**config.mk**
```make
export PLATFORM = sky130hd
export DESIGN_NAME = dr_link
export DESIGN_NICKNAME = d
export VERILOG_FILES = /design/src/rtl/dr_link_pkg.sv /design/src/rtl/dr_completion.sv /design/src/rtl/dr_tx.sv /design/src/rtl/dr_rx.sv /design/src/rtl/dr_link.sv
export SDC_FILE = /design/constraint.sdc
export NUM_CORES = 1
export LEC_CHECK = 0
export BUFFER_PORTS_ARGS = -buffer_cell sky130_fd_sc_hd__buf_2
export CORE_MARGIN = 2
export CORE_UTILIZATION = 43
export CTS_CLUSTER_DIAMETER = 30
export DETAILED_ROUTE_END_ITERATION = 8
export PLACE_DENSITY_LB_ADDON = 0.08
export SYNTH_ARGS = -nofsm -noshare
export SYNTH_HDL_FRONTEND = slang
export SYNTH_SLANG_ARGS = --single-unit
```
**constraint.sdc**
```tcl
create_clock -name clk -period 2.4 [get_ports clk]
set_clock_uncertainty 0.1 [all_clocks]
set_input_delay 0.12 -clock clk [delete_from_list [all_inputs] [get_ports clk]]
set_output_delay 0.12 -clock clk [all_outputs]
set_load 0.01 [all_outputs]
```
**src/rtl/dr_link_pkg.sv**
```systemverilog
package dr_link_pkg;
    typedef enum logic [1:0] {
        TX_IDLE  = 2'd0,
        TX_DRIVE = 2'd1,
        TX_RTZ   = 2'd2
    } tx_state_t;

    typedef enum logic [1:0] {
        RX_WAIT    = 2'd0,
        RX_ACKED   = 2'd1,
        RX_DISCARD = 2'd2
    } rx_state_t;
endpackage

```
**src/rtl/dr_completion.sv**
```systemverilog
module dr_completion #(
    parameter int WIDTH = 32
) (
    input  logic [WIDTH-1:0] rail_t,
    input  logic [WIDTH-1:0] rail_f,
    output logic             all_valid,
    output logic             all_empty,
    output logic             any_illegal
);
    logic [WIDTH-1:0] pair_full;
    logic [WIDTH-1:0] pair_void;
    logic [WIDTH-1:0] pair_bad;

    for (genvar i = 0; i < WIDTH; i++) begin : g_pair
        assign pair_full[i] = rail_t[i] | rail_f[i];
        assign pair_void[i] = ~(rail_t[i] | rail_f[i]);
        assign pair_bad[i]  = rail_t[i] & rail_f[i];
    end

    assign all_valid   = &pair_full;
    assign all_empty   = &pair_void;
    assign any_illegal = |pair_bad;
endmodule

```
**src/rtl/dr_tx.sv**
```systemverilog
module dr_tx
    import dr_link_pkg::*;
#(
    parameter int WIDTH = 32
) (
    input  logic             clk,
    input  logic             rst,
    input  logic             in_valid,
    input  logic [WIDTH-1:0] in_data,
    input  logic             ack_in,
    output logic             busy,
    output logic [WIDTH-1:0] rail_t,
    output logic [WIDTH-1:0] rail_f
);
    tx_state_t state_q, state_d;
    logic      accept;

    assign accept = in_valid && (state_q == TX_IDLE) && !ack_in;
    assign busy   = (state_q != TX_IDLE) || ack_in;

    always_comb begin
        state_d = state_q;
        unique case (state_q)
            TX_IDLE:  if (accept) state_d = TX_DRIVE;
            TX_DRIVE: if (ack_in) state_d = TX_RTZ;
            TX_RTZ:   if (!ack_in) state_d = TX_IDLE;
            default:  state_d = TX_IDLE;
        endcase
    end

    always_ff @(posedge clk) begin
        if (rst) state_q <= TX_IDLE;
        else     state_q <= state_d;
    end

    always_ff @(posedge clk) begin
        if (rst) begin
            rail_t <= '0;
            rail_f <= '0;
        end else begin
            unique case (state_q)
                TX_IDLE: begin
                    if (accept) begin
                        rail_t <= in_data;
                        rail_f <= ~in_data;
                    end else begin
                        rail_t <= '0;
                        rail_f <= '0;
                    end
                end
                TX_DRIVE: begin
                    if (ack_in) begin
                        rail_t <= '0;
                        rail_f <= '0;
                    end
                end
                TX_RTZ: begin
                    rail_t <= '0;
                    rail_f <= '0;
                end
                default: begin
                    rail_t <= '0;
                    rail_f <= '0;
                end
            endcase
        end
    end

    a_r2_no_double_rail: assert property (@(posedge clk) disable iff (rst)
        (rail_t & rail_f) == '0);

    a_r4_hold_until_ack: assert property (@(posedge clk) disable iff (rst)
        (state_q == TX_DRIVE && !ack_in) |=> ($stable(rail_t) && $stable(rail_f)));

    a_r4_spacer_after_ack: assert property (@(posedge clk) disable iff (rst)
        (state_q == TX_DRIVE && ack_in) |=> (rail_t == '0 && rail_f == '0));

    a_r7_no_accept_when_busy: assert property (@(posedge clk) disable iff (rst)
        (state_q == TX_IDLE && ack_in) |=> (state_q == TX_IDLE));
endmodule

```
**src/rtl/dr_rx.sv**
```systemverilog
module dr_rx
    import dr_link_pkg::*;
#(
    parameter int WIDTH = 32
) (
    input  logic             clk,
    input  logic             rst,
    input  logic [WIDTH-1:0] rail_t,
    input  logic [WIDTH-1:0] rail_f,
    output logic             ack,
    output logic             out_valid,
    output logic [WIDTH-1:0] out_data,
    output logic             proto_err
);
    rx_state_t state_q, state_d;
    logic      all_valid, all_empty, any_illegal;

    dr_completion #(.WIDTH(WIDTH)) u_detect (
        .rail_t      (rail_t),
        .rail_f      (rail_f),
        .all_valid   (all_valid),
        .all_empty   (all_empty),
        .any_illegal (any_illegal)
    );

    always_comb begin
        state_d = state_q;
        unique case (state_q)
            RX_WAIT: begin
                if (any_illegal)    state_d = RX_DISCARD;
                else if (all_valid) state_d = RX_ACKED;
            end
            RX_ACKED:   if (all_empty) state_d = RX_WAIT;
            RX_DISCARD: if (all_empty) state_d = RX_WAIT;
            default:    state_d = RX_WAIT;
        endcase
    end

    always_ff @(posedge clk) begin
        if (rst) state_q <= RX_WAIT;
        else     state_q <= state_d;
    end

    always_ff @(posedge clk) begin
        if (rst) begin
            ack       <= 1'b0;
            out_valid <= 1'b0;
            out_data  <= '0;
            proto_err <= 1'b0;
        end else begin
            ack       <= (state_d == RX_ACKED);
            out_valid <= 1'b0;
            if (any_illegal) proto_err <= 1'b1;
            if (state_q == RX_WAIT && state_d == RX_ACKED) begin
                out_valid <= 1'b1;
                out_data  <= rail_t;
            end
        end
    end

    a_r3_ack_on_completion: assert property (@(posedge clk) disable iff (rst)
        $rose(ack) |-> $past(all_valid && !any_illegal));

    a_r5_ack_falls_on_spacer: assert property (@(posedge clk) disable iff (rst)
        $fell(ack) |-> $past(all_empty));

    a_r6_single_pulse: assert property (@(posedge clk) disable iff (rst)
        out_valid |=> !out_valid);

    a_r8_error_sticky: assert property (@(posedge clk) disable iff (rst)
        proto_err |=> proto_err);

    a_r8_no_capture_on_bad: assert property (@(posedge clk) disable iff (rst)
        (state_q == RX_WAIT && any_illegal) |=> (!ack && !out_valid));
endmodule

```
**src/rtl/dr_link.sv**
```systemverilog
module dr_link #(
    parameter int WIDTH = 32
) (
    input  logic             clk,
    input  logic             rst,
    input  logic             tx_valid,
    input  logic [WIDTH-1:0] tx_data,
    output logic             tx_busy,
    output logic [WIDTH-1:0] tx_rail_t,
    output logic [WIDTH-1:0] tx_rail_f,
    input  logic             tx_ack,
    input  logic [WIDTH-1:0] rx_rail_t,
    input  logic [WIDTH-1:0] rx_rail_f,
    output logic             rx_ack,
    output logic             rx_valid,
    output logic [WIDTH-1:0] rx_data,
    output logic             rx_error
);
    dr_tx #(.WIDTH(WIDTH)) u_tx (
        .clk      (clk),
        .rst      (rst),
        .in_valid (tx_valid),
        .in_data  (tx_data),
        .ack_in   (tx_ack),
        .busy     (tx_busy),
        .rail_t   (tx_rail_t),
        .rail_f   (tx_rail_f)
    );

    dr_rx #(.WIDTH(WIDTH)) u_rx (
        .clk       (clk),
        .rst       (rst),
        .rail_t    (rx_rail_t),
        .rail_f    (rx_rail_f),
        .ack       (rx_ack),
        .out_valid (rx_valid),
        .out_data  (rx_data),
        .proto_err (rx_error)
    );
endmodule

```
==> run summary, run 1 <==
Outcome: completed
Type of the tightest min-delay check: input pin to register
Syn_nets: 612
DR WL/cell: 18.1 µm
Port-buffer cells: 199
Slew @ Worst Pin: 0.481 ns
H-tree depth: 3
Share of layout cells above drive strength 1: 37.4%
Hold Path Sink: u_rx.out_valid
Clock transition at the registers of the reported paths: 0.09 ns
Hold_sp: rst
Critical path class: input pin to register
Largest net degree at the start of global routing: 67
Worst VDD drop: 360 µV
GR Overflow Total: 0
Seq pwr share: 47.3%
Final hold viol count: 0
Static leakage: 2.87 nW
Ys flop type: dfxtp_1
Syn Inst Count: 510
Post-synthesis sequential area ratio: 44.5%
Clk Latency, worst-skew pair: 0.37 ns
Routed vias/inst: 5.72
Average size of a mapped cell: 9.09 µm²
Clock root buffer: clkbuf_8
# clock sinks: 103
Synth top area share: 44.5%
Internal Pwr Total: 2.79 mW
R2r setup slk: 0.42 ns
Synth top area cells: dfxtp_1 (44%), o41ai_2 (11%), nor2_1 (8.4%), a22oi_1 (7.8%), a21oi_1 (7.0%)
Detailed-placement wirelength estimate: 11000 µm
Post-synth ARST share: 0%
Final worst setup slack: 0.0354 ns
Final cycle utilization of the critical path: 98.5%
Power Dens Cells: 549 mW/mm²
Initial DRC Count: 367
Yosys reg bits: 103
Number of I/O pins: 200
Die height: 108 µm
Vias in the first global route: 5086
First-pass GRT wire length: 24700 µm
Reg-to-reg endpoint: u_rx.out_data[26]
Drt first pass iters: 8
Final Core Density: 65.1%
Number of synthesized flops with an enable pin: 0
Arr. time, crit path: 2.51 ns
Combinational share of power: 14.6%
Reg2reg path depth: 8
DIE WIDTH: 108 µm
CTS tree: yes
Vias post-DR: 5174
Fmax: 0.423 GHz
Longest Clk Path Bufs: 2
Cell taking the most area after synthesis: dfxtp_1
Diode count: 0
Starting Density: 44.5%
Worst-path fanout max: 19
# Max-Cap Violations: 0
Crit path launch type: input pin
Die area: 0.0116 mm²
Sw power: 0.933 mW
CTS Buf Count: 9
Number of distinct library cells after synthesis: 39
DR DRC count: 0
Initial antenna violation count: 0
Hold depth: 2
Final wirelength: 16400 µm
RD Place Congestion: 0.919
Placement Rows: 37
Core region area: 0.0104 mm²
Commonest cells post-synth: nor2_1 (104), dfxtp_1 (103), a21oi_1 (65)
Sw frac: 25.1%
Mapped Area: 0.00463 mm²
Slew HR: 67.7%
Fill cell count: 899
Max Slew Vio Count: 0
Required @ worst endpoint: 2.54 ns
Worst setup EP type: register
Pre-CTS setup slack: 0.0805 ns
Clock power frac: 38.1%
Minimum clock period: 2.36 ns
Worst r2r src: u_rx.state_q[1]
Synth warnings: 0
Total Routing Usage GR: 26.8%
Most frequent cell after synthesis: nor2_1
Setup Viol. Count Final: 0
Fin nets: 865
Antenna viol nets, final: 0
Synth-to-layout area growth: 46.2%
-- layer usage --
layer	routed length, µm	part of all wire [%]	vias up	track usage [%]
met5	0	0	-	0
met4	538	3.3	0	14.7
met3	1290	7.8	45	6.36
met2	7940	48	268	45.2
met1	6640	40	2426	31.3
li1	-	-	2435	-
-- power groups by stage --
stage	sequential (mW)	combinational (mW)	clock, mW
2_1_floorplan	1.82	0.206	0
3_3_place_gp	1.80	0.438	0
3_5_place_dp	1.80	0.442	0
4_1_cts	1.76	0.526	1.45
5_1_grt	1.77	0.584	1.51
6_report	1.76	0.544	1.42
-- sequential cells by signal (all words and copies together) (netlist names) --
name,count
u_rx.state_q,2
u_rx.out_data,32
u_tx.rail_f,32
u_tx.rail_t,32
u_tx.state_q,2
u_rx.out_valid,1
u_rx.proto_err,1
u_rx.ack,1
-- layout make-up --
| type | instances | area, µm² | share of cell area, % |
|---|---|---|---|
| Clock buffer | 9 | 124 | 1.83 |
| Clock inverter | 7 | 143 | 2.10 |
| Inverter | 5 | 18.8 | 0.277 |
| Multi-Input combinational cell | 353 | 2340 | 34.6 |
| Sequential cell | 103 | 2060 | 30.4 |
| Tap cell | 136 | 170 | 2.51 |
| Timing Repair Buffer | 291 | 1920 | 28.3 |
-- worst max-delay path, cell delays in order --
cell and delay [ns]:
dlygate4sd3_1 0.54, buf_2 0.15, nor4_1 0.36, nand4_1 0.23, nor4_4 0.40, nor3_4 0.10, buf_12 0.18, o41ai_2 0.30
a21oi_1 0.12
-- cells in the final DEF, fill, tap and decap left out, types with 2 or more instances in the layout --
cell / count
buf_2: 199
buf_12: 5
nor4_4: 3
bufinv_16: 4
a21oi_1: 65
nand3_1: 3
o41ai_1: 2
and2_1: 2
dfxtp_1: 103
nor4_2: 4
nand4_1: 40
nor2_1: 104
a22oi_1: 48
inv_1: 5
nand2_1: 3
dlygate4sd3_1: 65
clkbuf_8: 9
buf_4: 21
nor4_1: 13
o22ai_1: 16
o41ai_2: 30
-- how the worst max path moves through the flow --
stage	cells after the start	to	startpoint	slack [ns]
after floorplan	8	u_rx.out_data[2]	u_rx.state_q[1]	0.62
after global routing	9	u_rx.out_data[26]	rx_rail_t[2]	-0.008
final	9	u_rx.out_data[26]	rx_rail_t[2]	0.04
after CTS	9	u_rx.out_data[26]	rx_rail_t[2]	0.01
after global placement	8	u_rx.out_data[1]	rx_rail_t[27]	0.08
after detailed placement	8	u_rx.out_data[31]	rx_rail_t[27]	0.08
-- cells by family after synthesis --
group,count (synthesis),synth area share [%]
AO/OA/AOI/OAI,168,28.9
XOR/XNOR,1,0.189
adder cells (fa/ha/maj),2,0.540
buffers and inverters,54,6.40
flip-flops,103,44.5
AND/OR/NAND/NOR,182,19.4
-- what timing repair did --
item                                   4_1_cts  5_1_grt
gates resized for setup                      0       12
setup buffers                                0        2
endpoints found under the hold margin       97        0
hold buffers                                65        0
setup endpoints to repair                    0       33
-- stage by stage --
stage                     cell area, µm²  hold WS, ns  power, mW  setup TNS (ns)  cells
after floorplan                     4630        0.174       2.02               0    510
after global placement              5780        0.281       2.24               0    820
after detailed placement            5780        0.293       2.24               0    820
after CTS                           6700       0.0626       3.74               0    901
after global routing                6780       0.0750       3.86         -0.0130    904
final                               6780       0.0831       3.72               0    904
(Power assumes the default switching activity.)
==> run 2: changes to the inputs <==
--- a/config.mk
+++ b/config.mk
@@ -10,6 +10,7 @@
 export CORE_UTILIZATION = 43
 export CTS_CLUSTER_DIAMETER = 30
 export DETAILED_ROUTE_END_ITERATION = 8
+export GPL_TIMING_DRIVEN = 0
 export PLACE_DENSITY_LB_ADDON = 0.08
 export SYNTH_ARGS = -nofsm -noshare
 export SYNTH_HDL_FRONTEND = slang
==> constraint.sdc (replaced) <==
create_clock -name clk -period 2.6 [get_ports clk]
set_clock_uncertainty 0.1 [all_clocks]
set_input_delay 0.13 -clock clk [delete_from_list [all_inputs] [get_ports clk]]
set_output_delay 0.13 -clock clk [all_outputs]
set_load 0.01 [all_outputs]
==> run summary, run 2 (synthesis gave the netlist of run 1 again) <==
Setup TNS: 0 ns
RSZ-0062 raised after global routing: no
Critical Path End: u_rx.out_data[3]
Fmax: 0.400 GHz
DIE WIDTH: 108 µm
WP buf/inv: 3
Minimum clock period: 2.50 ns
Commonest cells after routing, fill and taps aside: buf_2 (207), nor2_1 (104), dfxtp_1 (103), a21oi_1 (65), dlygate4sd3_1 (65)
Total power: 3.11 mW
Fin nets: 888
Longest Clk Path Bufs: 2
Share of layout cells above drive strength 1: 34.0%
Initial DRC Count: 242
Clk Latency, worst-skew pair: 0.36 ns
Crit. Startpoint: rx_rail_t[11]
DR WL/cell: 17.4 µm
Final Core Density: 64.0%
Slew @ Worst Pin: 0.743 ns
Antenna viol nets, final: 0
Outcome: completed
Top delay family on crit path: buffers and inverters
Worst r2r src: u_rx.state_q[1]
Register area: 0.00206 mm²
Required @ worst endpoint: 2.73 ns
Final wirelength: 16100 µm
Busiest grt layer: met2
Combinational share of power: 16.1%
Clock root buffer: clkbuf_8
Worst-path fanout max: 10
Core region area: 0.0104 mm²
Sw frac: 28.8%
GR Overflow Total: 0
Max incr delay on CP: 0.53 ns
Critical path class: input pin to register
First-pass GRT wire length: 25000 µm
Placement Rows: 37
M2 GR Usage: 48.0%
Detailed-placement wirelength estimate: 11900 µm
Clock transition at the registers of the reported paths: 0.10 ns
Starting Density: 44.5%
Type of the tightest min-delay check: input pin to register
# clock sinks: 103
Largest net degree at the start of global routing: 20
Initial antenna violation count: 0
RD Place Congestion: 0.944
Routed vias/inst: 5.53
Die area: 0.0116 mm²
H-tree depth: 3
Final hold viol count: 0
Vias in the first global route: 5145
Sw power: 0.897 mW
Fill cell count: 930
Most common cell on crit path: buf_2
Total Routing Usage GR: 26.9%
Grt met1 use: 31.2%
Stages on worst setup path: 9
Largest regs: u_rx.out_data x32, u_tx.rail_f x32, u_tx.rail_t x32
Port-buffer cells: 198
Commonest non-fill, non-tap cell in the layout: buf_2
GR met3 Demand/Resource: 6.36%
Drt first pass iters: 4
Clock power frac: 31.6%
Max Slew Vio Count: 0
Worst setup EP type: register
Critical-path top delay cell: dlygate4sd3_1
Power Dens Cells: 466 mW/mm²
Die height: 108 µm
CTS tree: yes
R2r setup slk: 0.35 ns
Area of the multi-input gates: 0.00230 mm²
Crit path launch type: input pin
Setup Viol. Count Final: 0
Arr. time, crit path: 2.63 ns
Diode count: 0
Final hold slack: 0.106 ns
Final cycle utilization of the critical path: 96.2%
CTS Buf Count: 9
Synth-to-layout area growth: 44.0%
Slew HR: 50.5%
Internal Pwr Total: 2.21 mW
Static leakage: 2.81 nW
Reg2reg path depth: 8
Vias post-DR: 5129
DR DRC count: 0
Reg-to-reg endpoint: u_rx.out_data[3]
Worst-path cell chain: dlygate4sd3_1, buf_2, a22oi_1, nand4_1, nor4_4, nand2_2, buf_2, o41ai_2, a21oi_1
Seq pwr share: 52.3%
# Max-Cap Violations: 0
Worst VDD drop: 336 µV
Number of I/O pins: 200
run 2: cell types whose count changed in the layout (fill, tap and decap cells not counted), moves of 2 or more:
cell,before,now
buf_1,0,4
buf_12,5,3
buf_2,199,207
buf_4,21,3
buf_6,1,4
bufinv_16,4,0
clkbuf_1,0,29
nor4_1,13,17
nor4_2,4,1
run 2: through the flow:
stage                     setup WS [ns]  instances  area, µm²
after floorplan                   0.819        510       4630
after global placement            0.275        844       5800
after CTS                        0.0500        925       6640
after global routing             0.0319        927       6670
final                            0.0979        927       6670
after detailed placement          0.208        844       5800
run 2: power by group through the flow:
| stage | Clock [mW] | Combinational, mW | Sequential [mW] |
|---|---|---|---|
| after global placement | 0 | 0.408 | 1.66 |
| after CTS | 0.996 | 0.492 | 1.63 |
| final | 0.983 | 0.500 | 1.63 |
| after global routing | 1.06 | 0.541 | 1.63 |
| after floorplan | 0 | 0.190 | 1.68 |
| after detailed placement | 0 | 0.414 | 1.66 |
run 2: repair_timing:
action	in CTS	in global routing
hold buffers	65	0
endpoints found under the hold margin	96	0
resized for setup	0	3
setup buffers	0	2
setup endpoints to repair	0	30
run 2: layout make-up:
type	count	area share, %
multi-input combinational	353	34.4
sequential	103	30.9
timing repair buffer	265	24.8
buffer	49	4.16
tap	136	2.55
clock buffer	10	1.91
clock inverter	6	0.938
inverter	5	0.281
run 2: routing by layer:
metal | vias to the layer above | share of wire [%]
met2 | 208 | 50
met3 | 41 | 6.6
li1 | 2483 | -
met4 | 0 | 3.0
met5 | - | 0
met1 | 2397 | 40
run 2: worst min path at each step:
stage | start | end | slack (ns) | cells past startpoint
3_3_place_gp | tx_data[29] | u_tx.rail_t[29] | 0.29 | 3
5_1_grt | rst | u_rx.out_data[0] | 0.15 | 2
3_5_place_dp | tx_data[0] | u_tx.rail_t[0] | 0.30 | 3
2_1_floorplan | rx_rail_t[0] | u_rx.out_data[0] | 0.18 | 2
6_report | rst | u_rx.out_data[0] | 0.11 | 2
4_1_cts | rst | u_rx.out_data[0] | 0.11 | 2
==> run 3: changes to the inputs <==
--- a/config.mk
+++ b/config.mk
@@ -12,6 +12,7 @@
 export DETAILED_ROUTE_END_ITERATION = 8
 export GPL_TIMING_DRIVEN = 0
 export PLACE_DENSITY_LB_ADDON = 0.08
+export REMOVE_ABC_BUFFERS = 1
 export SYNTH_ARGS = -nofsm -noshare
 export SYNTH_HDL_FRONTEND = slang
 export SYNTH_SLANG_ARGS = --single-unit
==> run summary, run 3 (synthesis gave the netlist of run 1 again) <==
Initial DRC Count: 384
Port-buffer cells: 199
Synth-to-layout area growth: 42.1%
Detailed-placement wirelength estimate: 10600 µm
Share of layout cells above drive strength 1: 35.5%
Type of the tightest min-delay check: input pin to register
WP buf/inv: 1
Final cycle utilization of the critical path: 89.5%
Vias post-DR: 5110
Arr. time, crit path: 2.54 ns
Critical-path top delay cell: nand2_2
Worst VDD drop: 300 µV
Diode count: 0
First-pass GRT wire length: 24600 µm
Power Dens Cells: 481 mW/mm²
Largest regs: u_rx.out_data x32, u_tx.rail_f x32, u_tx.rail_t x32
CTS Buf Count: 9
Longest Clk Path Bufs: 2
GR Overflow Total: 0
Antenna viol nets, final: 0
Initial antenna violation count: 0
CTS tree: yes
DIE WIDTH: 108 µm
Clk Latency, worst-skew pair: 0.37 ns
Fmax: 0.430 GHz
Final Core Density: 63.2%
H-tree depth: 3
Drt first pass iters: 5
Setup Viol. Count Final: 0
Register area: 0.00206 mm²
Critical path class: input pin to register
# Max-Cap Violations: 0
Clock root buffer: clkbuf_8
Fin nets: 848
Worst setup EP type: register
Commonest non-fill, non-tap cell in the layout: buf_2
Largest net degree at the start of global routing: 55
Total Routing Usage GR: 26.7%
Placement Rows: 37
# clock sinks: 103
DR DRC count: 0
Top delay family on crit path: simple AND/OR/NAND/NOR gates
Worst-path cell chain: buf_2, a22oi_1, nand4_1, nor4_4, nand2_2, o32ai_1, and4_1
Static leakage: 2.75 nW
R2r setup slk: 0.27 ns
Placed Instances: 806
Outcome: completed
Slew @ Worst Pin: 1.25 ns
Routed vias/inst: 5.77
Starting Density: 44.5%
Number of I/O pins: 200
Minimum clock period: 2.33 ns
Die area: 0.0116 mm²
Max Slew Vio Count: 0
Finished Layout Cells: 886
Commonest cells after routing, fill and taps aside: buf_2 (198), nor2_1 (104), dfxtp_1 (103), a21oi_1 (65), dlygate4sd3_1 (65)
Final wirelength: 15900 µm
Fill cell count: 944
Crit path launch type: input pin
Die height: 108 µm
Final hold viol count: 0
RSZ-0062 raised after global routing: no
Clock transition at the registers of the reported paths: 0.10 ns
Area of the multi-input gates: 0.00230 mm²
Worst-path fanout max: 33
Slew HR: 16.7%
RD Place Congestion: 0.855
Required @ worst endpoint: 2.81 ns
DR WL/cell: 17.9 µm
Vias in the first global route: 4842
Setup bufs post-CTS: 0
Max incr delay on CP: 0.63 ns
Core region area: 0.0104 mm²
==> run 3: cell type report <==
cell class	instances	share of cell area (%)
multi-input cells	353	34.9
flip-flops and latches	103	31.3
repair buffers	274	27.8
well taps	136	2.58
clock buffers	11	2.30
clock inverters	4	0.798
inverters	5	0.285
==> run 3: power by group <==
part / switching [mW] / leakage [nW] / total, mW / internal [mW]
Sequential: 0.0180 / 0.835 / 1.63 / 1.61
Clock: 0.558 / 0.106 / 1.06 / 0.497
Combinational: 0.265 / 1.81 / 0.485 / 0.220
Total: 0.841 / 2.75 / 3.17 / 2.33
==> run 3: path summary, 6_finish.rpt <==
kind | start | to | depth (start not counted)
worst max-delay path | rx_rail_t[8] | u_rx.ack | 7
worst min-delay path | rst | u_tx.rail_f[21] | 2
worst max register to register | u_rx.state_q[1] | u_rx.ack | 5
worst min register to register | u_rx.out_data[22] | u_rx.out_data[22] | 2
==> run 3: per-stage QoR <==
step                setup slack, ns  TNS, ns  hold slack (ns)  area (µm²)  total power [mW]
detailed placement           -0.261    -7.27            0.302        5730              2.06
CTS                          0.0583        0           0.0981        6580              3.18
global route                 0.0667        0            0.123        6580              3.29
global placement              -3.59  -262.99            0.293        5520              2.03
floorplan                     -1.77  -125.19           0.0991        4360              1.82
finish                        0.272        0            0.101        6580              3.17
==> run 3: metal layers <==
metal / GRT usage [%] / part of all wire (%) / wire [µm]
met5: 0 / 0 / 0
met4: 8.61 / 1.8 / 278
met3: 6.84 / 8.3 / 1320
met2: 45.1 / 48 / 7640
met1: 33.1 / 42 / 6620
==> run 3: timing repair <==
item | CTS | global route
setup endpoints to repair | 0 | 37
gates resized for setup | 0 | 3
hold buffers | 65 | 0
hold endpoints to repair | 97 | 0
